[src/rtl/segwin_pkg.sv]
package segwin_pkg;

   // Address bit of the least significant window unit (8 MB granules).
   localparam int unsigned UNIT_LSB = 23;
   localparam int unsigned FIELD_W  = 8;

   typedef logic [FIELD_W-1:0] unit_t;

   // Descriptor as stored: end unit above start unit.
   typedef struct packed {
      unit_t end_u;
      unit_t start_u;
   } seg_t;

   // Window length in units; empty or inverted windows have length zero.
   function automatic unit_t seg_len(seg_t s);
      return (s.end_u > s.start_u) ? unit_t'(s.end_u - s.start_u) : '0;
   endfunction

   // Remainder of a (FIELD_W+1)-bit value by a nonzero FIELD_W-bit divisor,
   // restoring division, one bit per step.
   function automatic unit_t unit_mod(logic [FIELD_W:0] num, unit_t den);
      logic [FIELD_W:0] rem;
      rem = '0;
      for (int i = FIELD_W; i >= 0; i--) begin
         rem = {rem[FIELD_W-1:0], num[i]};
         if (rem >= {1'b0, den}) rem = rem - {1'b0, den};
      end
      return rem[FIELD_W-1:0];
   endfunction

endpackage

[src/rtl/segwin_cell.sv]
module segwin_cell
   import segwin_pkg::*;
#(
   parameter int unsigned RST_START = 0,
   parameter int unsigned RST_END   = 0
) (
   input  logic clk,
   input  logic rst_n,
   input  logic load,
   input  seg_t d,
   output seg_t q
);

   localparam seg_t RST_VAL = '{end_u: unit_t'(RST_END), start_u: unit_t'(RST_START)};

   always_ff @(posedge clk or negedge rst_n) begin
      if (!rst_n)    q <= RST_VAL;
      else if (load) q <= d;
   end

endmodule

[src/rtl/segwin_wrcheck.sv]
module segwin_wrcheck
   import segwin_pkg::*;
#(
   parameter int unsigned NUM_CS = 5,
   parameter int unsigned CS_W   = 3,
   parameter int unsigned BASE_U = 64,
   parameter int unsigned WIN_U  = 32
) (
   input  logic                   wr_en,
   input  logic [CS_W-1:0]        wr_cs,
   input  logic [31:0]            wr_data,
   input  seg_t [NUM_CS-1:0]      segs,
   output logic                   store,
   output seg_t                   store_val,
   output logic                   fixed,
   output logic                   reject,
   output logic                   misalign,
   output logic                   overlap
);

   localparam logic [9:0] BASE_W = 10'(BASE_U);
   localparam logic [9:0] TOP_W  = 10'(BASE_U + WIN_U);

   logic  cs_ok, same, fix, outside, active, ovl;
   seg_t  cur, req, cand;
   unit_t len;

   always_comb begin
      cs_ok = 1'b0;
      cur   = '0;
      for (int i = 0; i < NUM_CS; i++) begin
         if (wr_cs == CS_W'(i)) begin
            cs_ok = 1'b1;
            cur   = segs[i];
         end
      end
      req           = wr_data[31:16];
      same          = (req == cur);
      fix           = (wr_cs == '0) && (req.start_u != unit_t'(BASE_U));
      cand.end_u    = req.end_u;
      cand.start_u  = fix ? unit_t'(BASE_U) : req.start_u;
      outside       = ({2'b00, cand.end_u} <= BASE_W) || ({2'b00, cand.start_u} > TOP_W);
      active        = wr_en && cs_ok && !same;
      len           = seg_len(cand);
      ovl           = 1'b0;
      for (int i = 0; i < NUM_CS; i++) begin
         if ((wr_cs != CS_W'(i)) &&
             (cand.start_u < segs[i].end_u) && (cand.end_u > segs[i].start_u))
            ovl = 1'b1;
      end
   end

   assign store     = active && !outside;
   assign store_val = cand;
   assign fixed     = active && fix;
   assign reject    = active && outside;
   assign misalign  = store && (len != '0) && (unit_mod({1'b0, cand.start_u}, len) != '0);
   assign overlap   = store && ovl;

endmodule

[src/rtl/segwin_lookup.sv]
module segwin_lookup
   import segwin_pkg::*;
#(
   parameter int unsigned NUM_CS = 5,
   parameter int unsigned CS_W   = 3
) (
   input  logic [31:0]       addr,
   input  seg_t [NUM_CS-1:0] segs,
   output logic              hit,
   output logic [CS_W-1:0]   cs,
   output logic [31:0]       offset
);

   unit_t au;
   assign au = addr[30:UNIT_LSB];

   // Scan from the top so the lowest matching index is written last.
   always_comb begin
      hit    = 1'b0;
      cs     = '0;
      offset = '0;
      for (int i = NUM_CS - 1; i >= 0; i--) begin
         if (!addr[31] && (au >= segs[i].start_u) && (au < segs[i].end_u)) begin
            hit    = 1'b1;
            cs     = CS_W'(i);
            offset = {1'b0, unit_t'(au - segs[i].start_u), addr[UNIT_LSB-1:0]};
         end
      end
   end

endmodule

[src/rtl/segwin_wrap.sv]
module segwin_wrap
   import segwin_pkg::*;
#(
   parameter int unsigned NUM_CS = 5,
   parameter int unsigned CS_W   = 3
) (
   input  logic [CS_W-1:0]   acc_cs,
   input  logic [31:0]       acc_offset,
   input  seg_t [NUM_CS-1:0] segs,
   output logic [31:0]       wrapped,
   output logic              oor
);

   unit_t            len;
   logic [FIELD_W:0] units;

   assign units = acc_offset[31:UNIT_LSB];

   always_comb begin
      len = '0;
      for (int i = 0; i < NUM_CS; i++) begin
         if (acc_cs == CS_W'(i)) len = seg_len(segs[i]);
      end
      if (len == '0) begin
         oor     = 1'b1;
         wrapped = '0;
      end else if (units >= {1'b0, len}) begin
         oor     = 1'b1;
         wrapped = {1'b0, unit_mod(units, len), acc_offset[UNIT_LSB-1:0]};
      end else begin
         oor     = 1'b0;
         wrapped = acc_offset;
      end
   end

endmodule

[src/rtl/segment_window_decoder.sv]
module segment_window_decoder
   import segwin_pkg::*;
#(
   parameter int unsigned NUM_CS    = 5,
   parameter int unsigned BASE_U    = 64,
   parameter int unsigned WIN_U     = 32,
   parameter int unsigned CS0_LEN_U = 8,
   parameter int unsigned CSN_LEN_U = 4,
   localparam int unsigned CS_W     = (NUM_CS > 1) ? $clog2(NUM_CS) : 1
) (
   input  logic            clk,
   input  logic            rst_n,
   input  logic            wr_en,
   input  logic [CS_W-1:0] wr_cs,
   input  logic [31:0]     wr_data,
   output logic            st_fixed,
   output logic            st_reject,
   output logic            st_misalign,
   output logic            st_overlap,
   input  logic [31:0]     lk_addr,
   output logic            lk_hit,
   output logic [CS_W-1:0] lk_cs,
   output logic [31:0]     lk_offset,
   input  logic [CS_W-1:0] acc_cs,
   input  logic [31:0]     acc_offset,
   output logic [31:0]     acc_wrapped,
   output logic            acc_oor
);

   localparam int unsigned LAST_END_U = BASE_U + CS0_LEN_U + (NUM_CS - 1) * CSN_LEN_U;

   // Elaboration-time parameter checks.
   if (NUM_CS < 1)
      $error("segment_window_decoder: NUM_CS must be at least 1");
   if (BASE_U + WIN_U > 255)
      $error("segment_window_decoder: aperture exceeds the 8-bit unit field");
   if (LAST_END_U > BASE_U + WIN_U)
      $error("segment_window_decoder: default windows exceed the aperture");

   seg_t [NUM_CS-1:0] seg_q;
   logic              store, fix_c, rej_c, mis_c, ovl_c;
   seg_t              store_val;

   for (genvar g = 0; g < NUM_CS; g++) begin : g_cell
      localparam int unsigned S_U = (g == 0) ? BASE_U : BASE_U + CS0_LEN_U + (g - 1) * CSN_LEN_U;
      localparam int unsigned E_U = (g == 0) ? BASE_U + CS0_LEN_U : S_U + CSN_LEN_U;
      segwin_cell #(.RST_START(S_U), .RST_END(E_U)) i_cell (
         .clk  (clk),
         .rst_n(rst_n),
         .load (store && (wr_cs == CS_W'(g))),
         .d    (store_val),
         .q    (seg_q[g])
      );
   end

   segwin_wrcheck #(.NUM_CS(NUM_CS), .CS_W(CS_W), .BASE_U(BASE_U), .WIN_U(WIN_U)) i_wrcheck (
      .wr_en    (wr_en),
      .wr_cs    (wr_cs),
      .wr_data  (wr_data),
      .segs     (seg_q),
      .store    (store),
      .store_val(store_val),
      .fixed    (fix_c),
      .reject   (rej_c),
      .misalign (mis_c),
      .overlap  (ovl_c)
   );

   always_ff @(posedge clk or negedge rst_n) begin
      if (!rst_n) begin
         st_fixed    <= 1'b0;
         st_reject   <= 1'b0;
         st_misalign <= 1'b0;
         st_overlap  <= 1'b0;
      end else if (wr_en) begin
         st_fixed    <= fix_c;
         st_reject   <= rej_c;
         st_misalign <= mis_c;
         st_overlap  <= ovl_c;
      end
   end

   segwin_lookup #(.NUM_CS(NUM_CS), .CS_W(CS_W)) i_lookup (
      .addr  (lk_addr),
      .segs  (seg_q),
      .hit   (lk_hit),
      .cs    (lk_cs),
      .offset(lk_offset)
   );

   segwin_wrap #(.NUM_CS(NUM_CS), .CS_W(CS_W)) i_wrap (
      .acc_cs    (acc_cs),
      .acc_offset(acc_offset),
      .segs      (seg_q),
      .wrapped   (acc_wrapped),
      .oor       (acc_oor)
   );

endmodule

[config.mk]
export PLATFORM = sky130hd
export DESIGN_NAME = segment_window_decoder
export DESIGN_NICKNAME = d
export VERILOG_FILES = /design/src/rtl/segwin_pkg.sv /design/src/rtl/segwin_cell.sv /design/src/rtl/segwin_wrcheck.sv /design/src/rtl/segwin_lookup.sv /design/src/rtl/segwin_wrap.sv /design/src/rtl/segment_window_decoder.sv
export SDC_FILE = /design/constraint.sdc
export NUM_CORES = 1
export LEC_CHECK = 0
export ABC_AREA = 1
export CAP_MARGIN = 10
export CORE_UTILIZATION = 35
export CTS_CLUSTER_SIZE = 12
export DETAILED_ROUTE_END_ITERATION = 16
export PLACE_DENSITY_LB_ADDON = 0.08
export SYNTH_ARGS = -nofsm -noshare
export SYNTH_HDL_FRONTEND = slang
export SYNTH_HIERARCHICAL = 1
export SYNTH_SLANG_ARGS = --single-unit
[constraint.sdc]
create_clock -name clk -period 39 [get_ports clk]
set_input_delay 7.8 -clock clk [delete_from_list [all_inputs] [get_ports clk]]
set_output_delay 7.8 -clock clk [all_outputs]
set_load 0.005 [all_outputs]
Yosys cells after proc, flatten, opt, wreduce, memory -nomap -nowiden
Index checks and enable logic that the tools add are counted.
{"block": "totals", "latchBits": 0, "mem_count": 0, "elab_cells": 228, "rom_bits": 0, "register_bits": 84, "input_bits": 105, "output_inout_bits": 73, "mem_bits_rw": 0}
{"block": "classes", "muxes": 80, "shift": 0, "eq_ne": 14, "add_sub_neg": 29, "n_lt_le_gt_ge": 47, "bitwise": 0, "div": 0, "reduce_logical": 44, "mul": 0}
{"op": "2-to-1 mux 8 bit", "n": 46}
{"op": "subtractor 8 bit", "n": 27}
{"op": "2-to-1 mux 31 bit", "n": 5}
{"op": "greater-or-equal comparator 9 x 8 -> 1 bit", "n": 17}
{"op": "> comparator 8 bit", "n": 11}
{"op": "< comparator 8 bit", "n": 10}
{"op": "2-to-1 mux 16 bit", "n": 5}
{"op": "2-to-1 mux 32 bit", "n": 2}
{"op": "greater-or-equal comparator 8 bit", "n": 5}
{"op": "logical AND 1 bit", "n": 34}
{"op": "2-to-1 mux 1 bit", "n": 17}
{"op": "equality test 16 bit", "n": 1}
{"op": "nonzero test 8 bit", "n": 2}
{"op": "2-to-1 mux 3 bit", "n": 5}
{"op": "equality test 3 x 2 -> 1 bit (second input constant)", "n": 4}
{"op": "greater-or-equal comparator 1 x 8 -> 1 bit", "n": 1}
{"op": "greater-or-equal comparator 1 x 8 -> 1 bit (first input constant)", "n": 1}
{"op": "> comparator 8 x 7 -> 1 bit (second input constant)", "n": 1}
{"op": "<= comparator 8 x 7 -> 1 bit (second input constant)", "n": 1}
{"op": "logical NOT 8 bit", "n": 1}
{"op": "!= test 8 x 7 -> 1 bit (second input constant)", "n": 1}
{"op": "subtractor 1 x 8 -> 8 bit", "n": 1}
{"op": "subtractor 1 x 8 -> 8 bit (first input constant)", "n": 1}
{"op": "equality test 3 x 1 -> 1 bit (second input constant)", "n": 2}
{"op": "8 further kinds", "n": 13}

Depth between registers and ports, before layout
{"block": "depth", "depth_word": 43, "mapped_depth": 147, "mapped_depth_nobuf": 142}

Cells and area by module
The synthesis kept the hierarchy.
{"module": "segwin_wrap", "area_per_inst_um2": 7008.0, "seq_area_each_um2": 0.0, "instances": 1, "cells_per_inst": 1211}
{"module": "segwin_wrcheck", "area_per_inst_um2": 6955.4, "seq_area_each_um2": 0.0, "instances": 1, "cells_per_inst": 1098}
{"module": "segwin_lookup", "area_per_inst_um2": 3445.8, "seq_area_each_um2": 0.0, "instances": 1, "cells_per_inst": 609}
{"module": "segwin_cell (g_cell[1].i_cell ...)", "area_per_inst_um2": 650.6, "seq_area_each_um2": 406.6, "instances": 3, "cells_per_inst": 68}
{"module": "segwin_cell (g_cell[4].i_cell)", "area_per_inst_um2": 651.9, "seq_area_each_um2": 407.9, "instances": 1, "cells_per_inst": 68}
{"module": "segwin_cell (g_cell[0].i_cell)", "area_per_inst_um2": 648.1, "seq_area_each_um2": 404.1, "instances": 1, "cells_per_inst": 68}
{"module": "segment_window_decoder", "area_per_inst_um2": 202.7, "seq_area_each_um2": 100.1, "instances": 1, "cells_per_inst": 30}

Least setup slack after synthesis
OpenSTA, ideal clock, no wires.
{"block": "synth_path", "path_kind": "input -> output", "from": "in acc_cs[2]", "to": "out acc_wrapped[24]", "path_buffers": 4, "required_time_ps": 31200, "stages": 134, "path_slack_ps": 6258, "arrival_ps": 24942, "path_cell_list": "inv_2 > nand2_1 > nor2_1 > o21ai_0 > o31ai_1 > o221ai_1 > ha_1 > inv_1 > ha_1 > inv_1 > nor2_2 > nand2_2 > nand2_2 > nand2_1 > o21ai_0 > inv_1 > ha_1 > nand2_1 > (+98 left out) > ha_1 > a21oi_1 > nand2_1 > a21oi_1 > inv_1 > a21oi_1 > nor2_1 > nor2_1 > nor2_1 > nor2_1 > nor2_1 > nor3_1 > inv_1 > nor2_4 > nand3_1 > nand3_1 > nand2_1 > inv_1"}
{"block": "synth_via", "elab_chain_len": 42, "word_cells_on_any_way": 57, "classes_between": "add/sub (9); order compare (10); eq/ne (4); mux (32); reduce/logical (2)"}
{"element": "start: declaration", "line_no": "segment_window_decoder.sv:24", "text": "input logic [CS_W-1:0] acc_cs,"}
{"element": "logical NOT 3 bit", "line_no": "segwin_wrap.sv:22", "text": "if (acc_cs == CS_W'(i)) len = seg_len(segs[i]);"}
{"element": "2-to-1 mux 8 bit (4 in series)", "line_no": "segwin_wrap.sv:22"}
{"element": "2-to-1 mux 8 bit *", "line_no": "segwin_wrap.sv:22"}
{"element": "subtractor 1 x 8 -> 8 bit or greater-or-equal comparator 1 x 8 -> 1 bit (tied branches)", "line_no": "segwin_pkg.sv:27", "text": "if (rem >= {1'b0, den}) rem = rem - {1'b0, den};"}
{"element": "2-to-1 mux 8 bit", "line_no": "segwin_pkg.sv:27"}
{"element": "2-to-1 mux 8 bit", "line_no": "segwin_wrap.sv:27", "text": "end else if (units >= {1'b0, len}) begin"}
{"element": "2-to-1 mux 8 bit", "line_no": "segwin_wrap.sv:24", "text": "if (len == '0) begin"}
{"element": "subtractor 8 bit or greater-or-equal comparator 9 x 8 -> 1 bit (tied branches)", "line_no": "segwin_pkg.sv:27"}
{"element": "(+23 left out)"}
{"element": "greater-or-equal comparator 9 x 8 -> 1 bit or subtractor 8 bit (tied branches)", "line_no": "segwin_pkg.sv:27"}
{"element": "2-to-1 mux 8 bit", "line_no": "segwin_pkg.sv:27"}
{"element": "2-to-1 mux 8 bit", "line_no": "segwin_wrap.sv:27"}
{"element": "2-to-1 mux 8 bit", "line_no": "segwin_wrap.sv:24"}
{"element": "subtractor 8 bit or greater-or-equal comparator 9 x 8 -> 1 bit (tied branches)", "line_no": "segwin_pkg.sv:27"}
{"element": "2-to-1 mux 8 bit", "line_no": "segwin_pkg.sv:27"}
{"element": "2-to-1 mux 32 bit", "line_no": "segwin_wrap.sv:27"}
{"element": "2-to-1 mux 32 bit *", "line_no": "segwin_wrap.sv:24"}
{"element": "end: declaration", "line_no": "segment_window_decoder.sv:26", "text": "output logic [31:0] acc_wrapped,"}
Every way passes the cells marked *; elsewhere a longest branch is shown, timed or not. The select of a mux whose other input is x is not followed.

Final worst setup path
{"block": "layout_path", "from": "in acc_cs[0]", "to": "out acc_wrapped[29]"}
Same word-level chain as after synthesis.

==> metrics <==
CP Capture Type=output port; Die Width=246 µm; Worst Skew=8.93 ps; reg-to-reg slack, setup=35200 ps; Antenna Violating Nets Remaining=0; slew margin rel.=0.327; worst hold-check path type=flip-flop to flip-flop; fin area=0.0234 mm²; Fill cells=6302; Post-Synthesis Cell Area=0.0209 mm²; # setup viols final=0; Min Hold Slack=495 ps; Starting Density=0.354; status=complete, no violations; latest clock arrival within the worst-skew pair=360 ps; first-pass GRT wire length=110000 µm; initial antenna violation count=0; die area=0.0606 mm²; post-synthesis cell count=3288; Avg Cell Area, Syn=6.35 µm²; crit path launch type=input port; core area=0.0589 mm²; DRT Wirelength=70700 µm; area occupied by multi-input gates=0.0156 mm²; Synth warnings=6; Sink Count=84; RePlAce Congestion=0.922; CTS tree=yes; DP Area=0.0231 mm²; clock root buffer=clkbuf_16; pre-CTS setup slack=1850 ps; Arr. time, crit path=28910 ps; ys async rst share=1.00; Layout Nets=3898; final worst-path cycle share=0.941; residual DRC count=0; area occupied by registers=0.00213 mm²; GR Util All Layers=0.232; DP HPWL=57000 µm; DR iter-0 viols=1322; CP max stage delay=550 ps; row cnt=89; endpoints failing hold=0; chip height=246 µm; I/O pins=178; register area share after synthesis=0.102; Hold-fix buffers, CTS=0; Crit path required time=31200 ps; CTS HTree Levels=3; actual slew at the worst max-slew pin=1010 ps; Final min period=36710 ps; max-cap viol count=0; Slew Limit Fails=0; antenna cells=0; Crit Path Class=input port to output port; CTS clk-pin slew, worst paths=60 ps; largest net degree at the start of global routing=51; Layout area overhead=12.3%; layout cells sized above 1=0.0742; Setup WS post-layout=2290 ps; CP Max Fanout=14; EDFF count, synth=0; DR vias/cell=4.96; Fmax achieved=0.0272 GHz; clock buffer depth=2; most used cell, CP=nor2_1; TritonRoute pass-1 iters=5; Routed WL per cell=16.8 µm; buffers added on ports=159; vias in the first global route=20355; post-synth cell types=69; via count=20881; prevailing post-synth register cell=dfrtp_1; GRT overflow=0; CTS Buf Count=9; CP max stage cell=clkdlybuf4s50_1; synthesized flop and latch total=84
==> cell usage after synthesis, types with 7 or more instances <==
cell / instances / area, µm²
a21oi_1: 184 / 921
nor4_1: 12 / 75.1
ha_1: 336 / 4200
nor2_1: 199 / 747
nand4_2: 7 / 87.6
nand3b_1: 21 / 158
clkbuf_1: 7 / 26.3
nand3_2: 17 / 170
buf_6: 20 / 225
xnor2_1: 45 / 394
nand3_1: 159 / 796
nor2_4: 8 / 90.1
nand4_1: 59 / 369
dfstp_2: 24 / 631
nand2_2: 51 / 319
o221ai_1: 29 / 254
nor2_2: 20 / 125
dfrtp_1: 60 / 1500
o21ai_1: 29 / 145
xor2_1: 101 / 885
or2_1: 7 / 43.8
o21ai_0: 81 / 405
nand2_4: 14 / 158
nand2_1: 888 / 3330
o21a_1: 15 / 113
buf_4: 14 / 105
nand3_4: 13 / 228
fa_1: 27 / 541
o211ai_1: 13 / 97.6
o21bai_1: 26 / 195
inv_2: 29 / 109
nor3_1: 17 / 85.1
inv_1: 660 / 2480
==> through the flow <==
step	TNS, ps	std cells	utilization
finish	0	4208	0.398
detailed placement	0	4190	0.392
CTS	0	4206	0.397
global route	-29.0	4208	0.398
global placement	0	4190	0.392
floorplan	0	3290	-
==> final cells by class <==
| type | count | area share |
|---|---|---|
| tap | 773 | 0.0413 |
| inverter | 697 | 0.113 |
| timing repair buffer | 181 | 0.0749 |
| clock buffer | 13 | 0.0111 |
| clock inverter | 3 | 0.00192 |
| sequential | 84 | 0.0910 |
| multi-input combinational | 2457 | 0.667 |
==> registers in the layout, indices dropped and copies added (netlist names) <==
signal / count
g_cell.i_cell/q: 80
st_fixed: 1
st_misalign: 1
st_overlap: 1
st_reject: 1
==> cell usage in the layout, fill, tap and decap left out, types with 7 or more instances in the layout <==
cell type	n
nand4_1	59
xnor2_1	45
nand2_4	14
or2_1	7
nand3_1	159
nor3_1	17
o21ai_1	29
dfstp_2	24
o21ai_0	81
dfrtp_1	60
nor2_2	23
o21bai_1	26
nand3_4	13
nand3_2	17
o211ai_1	13
clkdlybuf4s50_1	158
clkbuf_16	9
nor2_4	8
inv_2	29
buf_4	23
nand3b_1	21
nand4_2	7
nor2_1	196
nand2_1	888
o221ai_1	29
a21oi_1	184
nand2_2	51
o21a_1	15
nor4_1	12
ha_1	336
xor2_1	101
fa_1	27
inv_1	659
==> path summary, 6_finish.rpt <==
check | cells after the start | to | from
setup reg to reg | 15 | g_cell[0].i_cell/q[1] | g_cell[1].i_cell/q[3]
hold / removal | 2 | g_cell[1].i_cell/q[10] | g_cell[1].i_cell/q[10]
max in group asynchronous | 2 | g_cell[4].i_cell/q[9] | rst_n
setup / recovery | 134 | acc_wrapped[29] | acc_cs[0]
min in group asynchronous | 1 | g_cell[1].i_cell/q[4] | rst_n
hold reg to reg | 2 | g_cell[1].i_cell/q[10] | g_cell[1].i_cell/q[10]
==> layer usage <==
layer | track usage | share of wire
met1 | 0.317 | 0.48
met2 | 0.394 | 0.46
met3 | 0.0164 | 0.036
met4 | 0.0572 | 0.022
met5 | 0 | 0
==> worst max-delay path, delay by kind of cell <==
kind	cells	cell delay, ps
compound gates	42	8310
simple gates	61	7030
fa+ha+maj	10	3000
buf+inv	21	2710
==> cells by family (layout without fill, tap and decap cells) <==
group                    Yosys count  in the layout  synth area share
AO/OA/AOI/OAI                    434            434             0.125
other                              3              5          0.000540
XOR/XNOR                         146            146            0.0613
AND/OR/NAND/NOR                 1509           1509             0.333
flip-flops                        84             84             0.102
buffers and inverters            749            894             0.150
adder cells (fa/ha/maj)          363            363             0.227
==> repair_timing <==
| action | in CTS | in global routing |
|---|---|---|
| endpoints found under the setup margin | 0 | 8 |
| buffers inserted | 0 | 2 |
| resized for setup | 0 | 4 |
Power is not shown: default switching activity piles up to over one toggle a cycle in this logic, so the estimate is an artifact.
